--- src/rtl/pscan_pkg.sv ---
package pscan_pkg;

  typedef enum logic [1:0] {
    SC_IDLE  = 2'd0,
    SC_SCAN  = 2'd1,
    SC_FINAL = 2'd2
  } scan_state_e;

  localparam logic [3:0] TAG_NONE = 4'hF;

endpackage

--- src/rtl/pscan_seq.sv ---
module pscan_seq
  import pscan_pkg::*;
#(
  parameter int NUM_LINES = 10,
  parameter int IDX_W     = 4
) (
  input  logic             clk,
  input  logic             rst,
  input  logic             start,
  output logic [IDX_W-1:0] idx,
  output logic             clear,
  output logic             sample,
  output logic             wrap_up
);

  localparam logic [IDX_W-1:0] LAST_IDX = IDX_W'(NUM_LINES - 1);

  scan_state_e state;

  always_ff @(posedge clk) begin
    if (rst) begin
      state <= SC_IDLE;
      idx   <= '0;
    end else begin
      unique case (state)
        SC_IDLE: begin
          if (start) begin
            state <= SC_SCAN;
            idx   <= '0;
          end
        end
        SC_SCAN: begin
          if (idx == LAST_IDX) begin
            state <= SC_FINAL;
            idx   <= '0;
          end else begin
            idx <= idx + 1'b1;
          end
        end
        SC_FINAL: state <= SC_IDLE;
        default:  state <= SC_IDLE;
      endcase
    end
  end

  assign clear   = (state == SC_IDLE) && start;
  assign sample  = (state == SC_SCAN);
  assign wrap_up = (state == SC_FINAL);

endmodule

--- config.mk ---
export PLATFORM = sky130hd
export DESIGN_NAME = pscan_seq
export DESIGN_NICKNAME = d
export VERILOG_FILES = /design/src/rtl/pscan_pkg.sv /design/src/rtl/pscan_seq.sv
export SDC_FILE = /design/constraint.sdc
export NUM_CORES = 1
export LEC_CHECK = 0
export CORE_AREA = 2 2 39 41
export DETAILED_ROUTE_END_ITERATION = 8
export DIE_AREA = 0 0 41 43
export GPL_TIMING_DRIVEN = 0
export PLACE_DENSITY = 0.42
export SLEW_MARGIN = 20
export SYNTH_ARGS = -nofsm -noshare
export SYNTH_HDL_FRONTEND = slang
export SYNTH_SLANG_ARGS = --single-unit
--- constraint.sdc ---
create_clock -name clk -period 1.4 [get_ports clk]
set_clock_uncertainty 0.1 [all_clocks]
set_input_delay 0.14 -clock clk [delete_from_list [all_inputs] [get_ports clk]]
set_output_delay 0.14 -clock clk [all_outputs]
set_load 0.005 [all_outputs]
==> results of run 1 <==
## cells by family (layout without fill, tap and decap cells)
family,Yosys count,in the layout
AOI/OAI and AO/OA,7,7
adders and majority gates,2,2
buffers and inverters,3,17
DFF,6,6
and+or+nand+nor,15,15
## stage by stage
stage	utilization	instance area (um2)	worst slack [ps]	TNS, ps
detailed placement	0.293	405	-254	-321
global placement	0.293	405	-256	-316
floorplan	-	295	169	0
finish	0.332	459	40.5	0
global route	0.332	459	4.16	0
CTS	0.332	459	24.4	0
## what timing repair did
item,4_1_cts,5_1_grt
gates resized for setup,13,0
hold buffers,0,0
buffers inserted,2,0
endpoints found under the setup margin,7,0
## final timing paths
check	from	to	slack [ps]	depth (start not counted)
setup / recovery	idx[0]$_SDFFE_PP0P_	idx[0]	40	1
hold / removal	idx[0]$_SDFFE_PP0P_	idx[0]$_SDFFE_PP0P_	390	2
setup reg to reg	idx[1]$_SDFFE_PP0P_	idx[2]$_SDFFE_PP0P_	160	5
hold reg to reg	idx[0]$_SDFFE_PP0P_	idx[0]$_SDFFE_PP0P_	390	2
## cells in the final DEF, fill, tap and decap left out, drive strengths merged
master,n
nand4b,1
nor3b,3
dfxtp,6
buf,2
a32oi,1
or4b,1
nand3,1
nor2,2
nand4,1
ha,2
dlygate4sd2,3
a21oi,3
a31oi,1
nand2,2
clkbuf,4
o21bai,1
clkdlybuf4s50,6
o21ai,1
nand3b,2
nor2b,2
inv,2
## routing by layer
| layer | wire [um] | vias up |
|---|---|---|
| li1 | - | 151 |
| met1 | 297 | 129 |
| met2 | 315 | 10 |
| met3 | 49 | 2 |
| met4 | 4 | 0 |
| met5 | 0 | - |
## power by group through the flow
| stage | sequential (mW) | clock [mW] | combinational [mW] |
|---|---|---|---|
| after floorplan | 0.186 | 0 | 0.0241 |
| final | 0.182 | 0.164 | 0.0570 |
| after global routing | 0.183 | 0.178 | 0.0637 |
| after detailed placement | 0.188 | 0 | 0.0510 |
| after global placement | 0.187 | 0 | 0.0514 |
| after CTS | 0.182 | 0.178 | 0.0578 |
## layout make-up
cell class,instances,area [um2]
well taps,16,20.0
fillers,149,925
repair buffers,11,101
plain buffers,1,7.51
inverters,2,7.51
multi-input cells,24,168
flip-flops and latches,6,133
clock buffers,3,22.5
## registers in the layout, summed over array words and instances (netlist names)
signal,count
idx,4
state,2
==> results_tabular.tex, run 1 <==
\begin{tabular}{lr}
\hline
Metric & Value \\
\hline
\multicolumn{2}{l}{\textbf{STA}} \\
Final critical delay including setup and external delays & 1360 ps \\
Final Cycle Share & 0.971 \\
RSZ-0062 raised after global routing & no \\
Fmax & about 740 MHz \\
Final setup viols & 0 \\
Total count of max-transition violations in the final report & 0 \\
Measured slew at the worst slew-check pin & 298 ps \\
Hold violation count in the final report & 0 \\
Headroom to the max-slew limit & 0.801 \\
Min Hold Slack & roughly 390 ps \\
\multicolumn{2}{l}{\textbf{Logic synthesis}} \\
Synthesized netlist cell count & 33 \\
Syn nets & 38 \\
Share of cell area taken by muxes after synthesis & 0 \\
Synthesis-stage register bit count & 6 \\
Top FF cell, synth & sky130\_fd\_sc\_hd\_\_dfxtp\_1 \\
Top cell types by occurrence after synthesis & 6 x sky130\_fd\_sc\_hd\_\_dfxtp\_1, 3 x sky130\_fd\_sc\_hd\_\_a21oi\_1, 3 x sky130\_fd\_sc\_hd\_\_nor3b\_1 \\
Share of synthesized cell area in and, or, nand and nor gates & 0.322 \\
Combinational family with the most area after synthesis & simple AND/OR/NAND/NOR gates \\
Xor/xnor share of the synthesized area & 0 \\
Library cell with the largest summed area after synthesis & sky130\_fd\_sc\_hd\_\_dfxtp\_1 \\
Part of the Yosys area used for sequential elements & 0.407 \\
Count of flip-flops with a built-in enable after synthesis & 0 \\
Largest cells by area after synthesis & sky130\_fd\_sc\_hd\_\_dfxtp\_1 41\%, sky130\_fd\_sc\_hd\_\_ha\_1 8.5\%, sky130\_fd\_sc\_hd\_\_nor3b\_1 7.6\% \\
Post-synthesis share of cell area spent on full adders, half adders and majority gates & 0.0847 \\
Synthesis warning total & 0 \\
Fraction of synthesis flops using an asynchronous set or reset pin & 0 \\
Mean instance size in the synthesized netlist & a little under 9 um2 \\
Count of different cell masters after synthesis & 18 \\
Compound-gate portion of the synthesized area & 0.144 \\
Top-area cell type share of the netlist area & 0.407 \\
Cell with the most instances after synthesis & sky130\_fd\_sc\_hd\_\_dfxtp\_1 \\
Area of the mapped netlist & 295 um2 \\
\multicolumn{2}{l}{\textbf{Route}} \\
Total via count in the routed design & between 200 and 300 \\
Detailed-route DRC error count & 0 \\
Count of antenna-violating nets left after detailed routing & 0 \\
Pre-Repair DR Iteration Count & 4 \\
Drt total wl & about 670 um \\
WL/cell & approximately 11 um \\
Number of design-rule violations left by the first detailed-router iteration & 5 \\
Average via count per standard cell & approximately 4.6 \\
\multicolumn{2}{l}{\textbf{Clock tree}} \\
Number of clock sinks & 6 \\
Total number of H-tree levels & 1 \\
Number of clock buffers inserted by TritonCTS & 3 \\
Clock network latency to the later pin of the worst-skew pair & roughly 250 ps \\
Number of buffers between clock root and the deepest sink & 2 \\
CTS tree & yes \\
Clock slew at the register clock pins of the worst setup and hold paths & $\sim$40 ps \\
CTS Root Buffer Type & sky130\_fd\_sc\_hd\_\_clkbuf\_4 \\
\multicolumn{2}{l}{\textbf{Global routing}} \\
Met3 track demand over resource in global routing & 0.0314 \\
Met2 layer usage reported by global route & 0.109 \\
All-layer global routing usage & 0.0873 \\
Largest net degree at the start of global routing & 7 \\
Met1 routing resource usage after global routing & 0.0997 \\
Wire length of the first global-routing pass & about 970 um \\
Most congested layer reported by global routing & met2 \\
Vias in the first global route & $\sim$240 \\
Total congestion overflow & 0 \\
Initial antenna violation count & 0 \\
\multicolumn{2}{l}{\textbf{Power and ir drop}} \\
Net switching power & $\sim$96 uW \\
Total power after layout & slightly above 400 uW \\
Internal power component & between 300 and 400 uW \\
Peak supply drop & between 0.2 and 0.3 mV \\
Power per Cell Area & between 800 and 900 nW/um2 \\
Static Leakage & $\sim$0.18 nW \\
Gate power share & 0.141 \\
Clock power share & 0.407 \\
Part of the total power dissipated in sequential elements & 0.452 \\
Switching fraction of total power & 0.238 \\
\multicolumn{2}{l}{\textbf{Finish}} \\
Share of cells above drive strength 1 & 0.277 \\
Antenna cell count & 0 \\
Final \#Nets & between 50 and 60 \\
Final Instance Count excl. Fillers & 63 \\
Area Growth Syn to Fin & 55.5\% \\
\multicolumn{2}{l}{\textbf{Setup path}} \\
Kind of end point of the critical path & primary output \\
Gate family responsible for the most delay along the worst path & buffers and inverters \\
List of cells traversed by the critical path & clkdlybuf4s50\_1 \\
Largest incremental delay on the critical path & a little over 500 ps \\
Category of the worst setup path launch point & register \\
Number of buffers and inverters on the critical path & 1 \\
Crit Path Max Fanout & 6 \\
Critical path data arrival time & 1120 ps \\
Crit-path slowest cell & sky130\_fd\_sc\_hd\_\_clkdlybuf4s50\_1 \\
CP Class & register to primary output \\
Required time of the critical path & 1160 ps \\
\multicolumn{2}{l}{\textbf{Floorplan}} \\
Core region area & around 1400 um2 \\
Standard-cell row count & 14 \\
Floorplan die height & between 40 and 50 um \\
Total die area & $\sim$1800 um2 \\
Io pins & 10 \\
Die width & approximately 40 um \\
Effective utilization at floorplan & 0.213 \\
\multicolumn{2}{l}{\textbf{Flow run}} \\
Number of max-cap violations & 0 \\
\multicolumn{2}{l}{\textbf{Placed design}} \\
Number of buffer cells added on primary ports & 9 \\
HPWL after detailed placement & just under 500 um \\
GP Congestion & roughly 0.76 \\
Inst Count DP & 58 \\
\multicolumn{2}{l}{\textbf{Worst hold path}} \\
Hold crit path type & register to register \\
\multicolumn{2}{l}{\textbf{Outcome}} \\
Run status & completed \\
\hline
\end{tabular}
Note: power is estimated with default switching activity, not from simulation.
==> inputs of run 2 (changes only) <==
--- a/config.mk
+++ b/config.mk
@@ -6,6 +6,7 @@
 export NUM_CORES = 1
 export LEC_CHECK = 0
 export CORE_AREA = 2 2 39 41
+export CTS_CLUSTER_DIAMETER = 50
 export DETAILED_ROUTE_END_ITERATION = 8
 export DIE_AREA = 0 0 41 43
 export GPL_TIMING_DRIVEN = 0
==> results of run 2 <==
No change in the layout: final DEF, timing and power equal those of run 1.
